## config.mk

```make
export PLATFORM = sky130hd
export DESIGN_NAME = serrx_top
export DESIGN_NICKNAME = d
export VERILOG_FILES = /design/src/rtl/serrx_pkg.sv /design/src/rtl/serrx_sync.sv /design/src/rtl/serrx_vote.sv /design/src/rtl/serrx_fsm.sv /design/src/rtl/serrx_ctrl.sv /design/src/rtl/serrx_top.sv
export SDC_FILE = /design/constraint.sdc
export NUM_CORES = 1
export LEC_CHECK = 0
export ABC_AREA = 1
export BUFFER_PORTS_ARGS = -buffer_cell sky130_fd_sc_hd__buf_2
export CAP_MARGIN = 20
export CORE_ASPECT_RATIO = 0.7
export CORE_UTILIZATION = 50
export CTS_BUF_LIST = sky130_fd_sc_hd__clkbuf_8
export DETAILED_ROUTE_END_ITERATION = 8
export GPL_TIMING_DRIVEN = 0
export HOLD_SLACK_MARGIN = 0.15
export PLACE_DENSITY = 0.81
export RECOVER_POWER = 25
export SYNTH_ARGS = -nofsm -noshare
export SYNTH_HDL_FRONTEND = slang
export SYNTH_SLANG_ARGS = --single-unit
```

## constraint.sdc

```tcl
create_clock -name clk -period 2.3 [get_ports clk]
set_input_delay 0.345 -clock clk [delete_from_list [all_inputs] [get_ports clk]]
set_output_delay 0.345 -clock clk [all_outputs]
set_load 0.005 [all_outputs]
```

## src/rtl/serrx_pkg.sv

```systemverilog
package serrx_pkg;

  typedef enum logic [2:0] {
    RX_IDLE,
    RX_START,
    RX_DATA,
    RX_NINTH,
    RX_STOP
  } rx_state_e;

  // Hardware events from the sequencer to the register file.
  typedef struct packed {
    logic ri_set;
    logic fe_set;
    logic rb8_load;
    logic rb8_val;
  } rx_event_t;

  // Mode pair {m_hi, m_lo}: 00 shift (no receive), 01 8-bit, 1x 9-bit.
  function automatic logic mode_receives(input logic m_hi, input logic m_lo);
    return m_hi | m_lo;
  endfunction

  function automatic logic mode_nine_bit(input logic m_hi);
    return m_hi;
  endfunction

endpackage

```

## src/rtl/serrx_sync.sv

```systemverilog
module serrx_sync #(
  parameter int STAGES = 2
) (
  input  logic clk,
  input  logic rst_n,
  input  logic din,
  output logic dout
);
  logic [STAGES-1:0] q;

  always_ff @(posedge clk) begin
    if (!rst_n) q[0] <= 1'b1;
    else        q[0] <= din;
  end

  for (genvar g = 1; g < STAGES; g++) begin : g_stage
    always_ff @(posedge clk) begin
      if (!rst_n) q[g] <= 1'b1;
      else        q[g] <= q[g-1];
    end
  end

  assign dout = q[STAGES-1];
endmodule

```

## src/rtl/serrx_vote.sv

```systemverilog
module serrx_vote #(
  parameter int OVS = 16,
  localparam int CW = $clog2(OVS)
) (
  input  logic          clk,
  input  logic          rst_n,
  input  logic          tick,
  input  logic [CW-1:0] cnt,
  input  logic          rx,
  output logic          bit_val
);
  localparam logic [CW-1:0] SAMP_A = CW'(OVS / 2 - 1);
  localparam logic [CW-1:0] SAMP_B = CW'(OVS / 2);

  logic s_a, s_b;

  always_ff @(posedge clk) begin
    if (!rst_n) begin
      s_a <= 1'b1;
      s_b <= 1'b1;
    end else if (tick) begin
      if (cnt == SAMP_A) s_a <= rx;
      if (cnt == SAMP_B) s_b <= rx;
    end
  end

  // Third sample is the live line at the decision tick.
  assign bit_val = (s_a & s_b) | (s_a & rx) | (s_b & rx);
endmodule

```

## src/rtl/serrx_fsm.sv

```systemverilog
module serrx_fsm
  import serrx_pkg::*;
#(
  parameter int OVS    = 16,
  parameter int DATA_W = 8
) (
  input  logic              clk,
  input  logic              rst_n,
  input  logic              tick,
  input  logic              rx,
  input  logic              rx_en,
  input  logic              nine_bit,
  input  logic              fe_sel,
  output rx_event_t         evt,
  output logic [DATA_W-1:0] data_out
);
  localparam int CW = $clog2(OVS);
  localparam int IW = $clog2(DATA_W);
  localparam logic [CW-1:0] DECIDE = CW'(OVS / 2 + 1);
  localparam logic [CW-1:0] LAST   = CW'(OVS - 1);
  localparam logic [IW-1:0] TOP_BIT = IW'(DATA_W - 1);

  rx_state_e         state;
  logic [CW-1:0]     cnt;
  logic [IW-1:0]     bit_idx;
  logic [DATA_W-1:0] shreg;
  logic              nine_q;
  logic              vote;

  serrx_vote #(.OVS(OVS)) u_vote (
    .clk(clk), .rst_n(rst_n), .tick(tick), .cnt(cnt), .rx(rx), .bit_val(vote)
  );

  always_ff @(posedge clk) begin
    if (!rst_n) begin
      state   <= RX_IDLE;
      cnt     <= '0;
      bit_idx <= '0;
      shreg   <= '0;
      nine_q  <= 1'b0;
    end else if (!rx_en) begin
      state <= RX_IDLE;
      cnt   <= '0;
    end else if (tick) begin
      unique case (state)
        RX_IDLE: begin
          if (!rx) begin
            state <= RX_START;
            cnt   <= CW'(1);
          end
        end
        RX_START: begin
          if (cnt == DECIDE && vote) begin
            state <= RX_IDLE;
            cnt   <= '0;
          end else if (cnt == LAST) begin
            state   <= RX_DATA;
            cnt     <= '0;
            bit_idx <= '0;
          end else begin
            cnt <= cnt + 1'b1;
          end
        end
        RX_DATA: begin
          if (cnt == DECIDE) shreg <= {vote, shreg[DATA_W-1:1]};
          if (cnt == LAST) begin
            cnt <= '0;
            if (bit_idx == TOP_BIT) state <= nine_bit ? RX_NINTH : RX_STOP;
            else                    bit_idx <= bit_idx + 1'b1;
          end else begin
            cnt <= cnt + 1'b1;
          end
        end
        RX_NINTH: begin
          if (cnt == DECIDE) nine_q <= vote;
          if (cnt == LAST) begin
            state <= RX_STOP;
            cnt   <= '0;
          end else begin
            cnt <= cnt + 1'b1;
          end
        end
        RX_STOP: begin
          if (cnt == DECIDE) begin
            state <= RX_IDLE;
            cnt   <= '0;
          end else begin
            cnt <= cnt + 1'b1;
          end
        end
        default: begin
          state <= RX_IDLE;
          cnt   <= '0;
        end
      endcase
    end
  end

  logic fire_nine, fire_stop;
  assign fire_nine = rx_en && tick && (state == RX_NINTH) && (cnt == DECIDE);
  assign fire_stop = rx_en && tick && (state == RX_STOP)  && (cnt == DECIDE);

  always_comb begin
    evt.ri_set   = (fire_nine && !fe_sel) || (fire_stop && (!nine_bit || fe_sel));
    evt.fe_set   = fire_stop && fe_sel && !vote;
    evt.rb8_load = evt.ri_set && nine_bit;
    evt.rb8_val  = fire_nine ? vote : nine_q;
  end

  assign data_out = shreg;

  AST_REN_ABORT: assert property (@(posedge clk) disable iff (!rst_n)
    !rx_en |=> state == RX_IDLE);
  AST_NINTH_RI_SEL: assert property (@(posedge clk) disable iff (!rst_n)
    evt.ri_set && state == RX_NINTH |-> !fe_sel);
  AST_START_ENTRY: assert property (@(posedge clk) disable iff (!rst_n)
    state == RX_IDLE && rx_en && tick && !rx |=> state == RX_START);
endmodule

```

## src/rtl/serrx_ctrl.sv

```systemverilog
module serrx_ctrl
  import serrx_pkg::*;
(
  input  logic       clk,
  input  logic       rst_n,
  input  logic       wr,
  input  logic [7:0] wdata,
  input  logic       fe_sel,
  input  rx_event_t  evt,
  output logic [7:0] rdata,
  output logic       m_hi,
  output logic       m_lo,
  output logic       ren
);
  logic addr_en, tx9, rx9, tx_flag, ri, fe;

  always_ff @(posedge clk) begin
    if (!rst_n) begin
      m_hi <= 1'b0; m_lo <= 1'b0; addr_en <= 1'b0; ren <= 1'b0;
      tx9  <= 1'b0; rx9  <= 1'b0; tx_flag <= 1'b0; ri  <= 1'b0;
      fe   <= 1'b0;
    end else begin
      if (wr) begin
        if (!fe_sel)        m_hi <= wdata[7];
        else if (!wdata[7]) fe   <= 1'b0;
        m_lo    <= wdata[6];
        addr_en <= wdata[5];
        ren     <= wdata[4];
        tx9     <= wdata[3];
        rx9     <= wdata[2];
        tx_flag <= wdata[1];
        if (!wdata[0]) ri <= 1'b0;
      end
      // Hardware sets come last so they win over a same-cycle clear.
      if (evt.fe_set)   fe  <= 1'b1;
      if (evt.ri_set)   ri  <= 1'b1;
      if (evt.rb8_load) rx9 <= evt.rb8_val;
    end
  end

  assign rdata = {fe_sel ? fe : m_hi, m_lo, addr_en, ren, tx9, rx9, tx_flag, ri};

  AST_FE_STICKY: assert property (@(posedge clk) disable iff (!rst_n)
    fe && !(wr && fe_sel && !wdata[7]) |=> fe);
  AST_FE_NEEDS_SEL: assert property (@(posedge clk) disable iff (!rst_n)
    evt.fe_set |-> fe_sel);
  AST_RI_NO_SW_SET: assert property (@(posedge clk) disable iff (!rst_n)
    !ri && !evt.ri_set |=> !ri);
  AST_HW_SET_WINS: assert property (@(posedge clk) disable iff (!rst_n)
    evt.ri_set |=> ri);
  AST_MODE_HELD: assert property (@(posedge clk) disable iff (!rst_n)
    wr && fe_sel |=> m_hi == $past(m_hi));
endmodule

```

## src/rtl/serrx_top.sv

```systemverilog
module serrx_top
  import serrx_pkg::*;
#(
  parameter int OVS         = 16,
  parameter int SYNC_STAGES = 2
) (
  input  logic       clk,
  input  logic       rst_n,
  input  logic       bit_tick,
  input  logic       rxd,
  input  logic       fe_sel,
  input  logic       scon_wr,
  input  logic [7:0] scon_wdata,
  output logic [7:0] scon_rdata,
  output logic [7:0] rx_byte
);
  localparam int DATA_W = 8;

  logic              rx_s;
  logic              m_hi, m_lo, ren;
  rx_event_t         evt;
  logic [DATA_W-1:0] shifted;

  serrx_sync #(.STAGES(SYNC_STAGES)) u_sync (
    .clk(clk), .rst_n(rst_n), .din(rxd), .dout(rx_s)
  );

  serrx_fsm #(.OVS(OVS), .DATA_W(DATA_W)) u_fsm (
    .clk(clk), .rst_n(rst_n), .tick(bit_tick), .rx(rx_s),
    .rx_en(ren && mode_receives(m_hi, m_lo)),
    .nine_bit(mode_nine_bit(m_hi)), .fe_sel(fe_sel),
    .evt(evt), .data_out(shifted)
  );

  serrx_ctrl u_ctrl (
    .clk(clk), .rst_n(rst_n), .wr(scon_wr), .wdata(scon_wdata),
    .fe_sel(fe_sel), .evt(evt), .rdata(scon_rdata),
    .m_hi(m_hi), .m_lo(m_lo), .ren(ren)
  );

  always_ff @(posedge clk) begin
    if (!rst_n)          rx_byte <= '0;
    else if (evt.ri_set) rx_byte <= shifted;
  end

  AST_BYTE_ON_RI: assert property (@(posedge clk) disable iff (!rst_n)
    !evt.ri_set |=> $stable(rx_byte));
endmodule

```

==> impl_metrics.json <==
{
  "relSlewSlack_pct": 70.4,
  "ant_nets": 0,
  "clockBufferDepth": 2,
  "cts_resized": 0,
  "routabilityCongestion": 0.902,
  "synthesis.area_mm2": 0.00206,
  "dpl_worst_slack_ns": 0.654,
  "leakage_nw": 1.13,
  "core_area_mm2": 0.00392,
  "clk_latency_ns": 0.30,
  "worst-path-buf-inv": 1,
  "vias": 1969,
  "die_w_um": 78.7,
  "cts.sinks": 40,
  "synthTopCellsByCount": "62 x nor2_1, 50 x nand2_1, 40 x dfxtp_1",
  "yosys.area.top_type_share_pct": 38.9,
  "cpPeakStageDelay_ns": 0.42,
  "critPathRequiredTime_ns": 2.50,
  "grt_pass1_wl_um": 7660,
  "dp_hpwl_um": 3390,
  "yosys.area.top_type": "dfxtp_1",
  "cap_violations": 0,
  "worst_setup_path_start_kind": "flip-flop",
  "synth_ff_type": "dfxtp_1",
  "avgSynthCellArea_um2": 7.00,
  "drive_gt1_share_pct": 23.3,
  "hold_slack_ns": 0.245,
  "avgViaCountPerCell": 5.14,
  "antennaDiodeCount": 0,
  "worst-r2r-setup-slack_ns": 0.63,
  "firstDrtPassIters": 4,
  "cts_buffers": 5,
  "cp.arrival_ns": 1.88,
  "synth_cell_types": 31,
  "ys_ff_latch": 40,
  "worst_pin_slew_ns": 0.444,
  "drtIter0Drc": 196,
  "ys_seq_area_share_pct": 38.9,
  "async_flop_share_pct": 0,
  "synth_nets": 313,
  "peakVddDrop_mv": 0.401,
  "wl_per_cell_um": 11.8,
  "row_count": 19,
  "slew_violations": 0,
  "drc": 0,
  "start_util_pct": 52.4,
  "fin_util_pct": 60.6,
  "io_buffer_count": 29,
  "tns_ns": 0,
  "postCtsSetupBuffers": 0,
  "fmax_mhz": 597,
  "finalWorstSetupSlack_ns": 0.625,
  "ys_warn_count": 0,
  "crit_family": "simple AND/OR/NAND/NOR gates",
  "synthCells": 294,
  "p_total_mw": 1.39,
  "finalHoldViolCount": 0,
  "fp.dieH_um": 55.7,
  "synth_edf_count": 0,
  "synthTopCellsByArea": "dfxtp_1 39%, nor2_1 11%, nand2_1 9.1%",
  "rsz0062_at_grt": "no",
  "finalCritPeriodShare_pct": 72.8,
  "crit_chain": "ha_1, nand3_4, inv_1, nand2_1, nand2_1, nand2_1, nor2_1, nand3_1, nand2_1, nor2_1",
  "finClkSkew_ns": 0.00691,
  "p_per_area_mw_per_mm2": 583,
  "grt_pass1_vias": 1743,
  "status": "completed",
  "cts-root-buf": "clkbuf_8",
  "period_minus_slack_ns": 1.67,
  "cts_max_level": 2,
  "crit_fanout": 6,
  "hold_buffers": 0,
  "critPathSlowestCell": "dfxtp_1",
  "grt_overflow_total": 0,
  "grt_start_max_net_pins": 15,
  "track_usage_pct": 22.5,
  "tritoncts": "done",
  "critPathKind": "flip-flop to flip-flop",
  "area_delta_synth_final_pct": 15.6,
  "crit_path_end_kind": "flip-flop",
  "drt-total-wl_um": 4530,
  "clk_pin_slew_worst_paths_ns": 0.08,
  "fin_nets": 349,
  "die-area_mm2": 0.00438,
  "setup_viol": 0,
  "hp-class": "primary input to flip-flop",
  "cp_common_cell": "nand2_1",
  "antenna_found_initial": 0,
  "yosysMostFrequentCell": "nor2_1",
  "ios": 30
}
## metrics by stage
step                instances  area (µm²)
finish                    383        2380
global route              383        2380
CTS                       383        2380
detailed placement        375        2270
global placement          375        2270
floorplan                 294        2060
## power by group
part	total, mW	leakage, nW	internal [mW]	switching [mW]
clock	0.589	0.0583	0.327	0.262
sequential	0.711	0.324	0.702	0.00865
combinational	0.0871	0.748	0.0369	0.0502
## worst paths after layout
kind                             startpoint                          end  cells past startpoint
setup / recovery  u_fsm.cnt[0]$_SDFFE_PN0P_  u_fsm.state[0]$_SDFFE_PN0P_                     10
hold / removal                          rxd       u_sync.q[0]$_SDFF_PN1_                      2
setup reg to reg  u_fsm.cnt[0]$_SDFFE_PN0P_  u_fsm.state[0]$_SDFFE_PN0P_                     10
hold reg to reg      u_sync.q[0]$_SDFF_PN1_       u_sync.dout$_SDFF_PN1_                      1
## routing by layer
metal	vias up	track usage [%]	share of wire [%]
met5	-	0	0
met4	0	6.88	0.99
met3	7	5.90	6.1
met2	62	33.3	42
met1	900	32.1	51
li1	1000	-	-
## worst reg2reg max path, delay by kind of cell, from the launching register on
kind	cells	cell delay (ns)
DFF	1	0.42
and+or+nand+nor	8	0.83
buffers and inverters	1	0.12
adders and majority gates	1	0.23
## registers in the layout, indices dropped and copies added (netlist names), 3 cells and up
name            flops
u_fsm.data_out      8
rx_byte             8
u_fsm.cnt           4
u_fsm.state         3
u_fsm.bit_idx       3
## area by class of cell
cell class                      count  area [µm²]
Clock inverter                      3        47.5
Buffer                             11        76.3
Timing Repair Buffer               29         141
Inverter                           31         118
Tap cell                           52        65.1
Fill cell                         359        1540
Multi-Input combinational cell    212        1060
Clock buffer                        5        68.8
Sequential cell                    40         801
## cells in the final DEF, fill, tap and decap left out, types with 4 or more instances in the layout
cell type   n
o21ai_1     9
inv_1      24
nor2_2      7
clkbuf_1    4
buf_4       7
nand3_1    17
clkbuf_8    5
nand2_2    10
dfxtp_1    40
o21ai_0    17
nor2_1     62
nand4_1     4
a21oi_1    12
inv_2       5
nand2_1    50
ha_1        5
buf_2      27
## cells by family (layout without fill, tap and decap cells)
group,count (synthesis),count (layout),synth area share (%)
buf+inv,42,79,9.49
compound gates,47,47,13.3
flops,40,40,38.9
fa+ha+maj,5,5,3.04
simple gates,160,160,35.2
(Power assumes the default switching activity.)
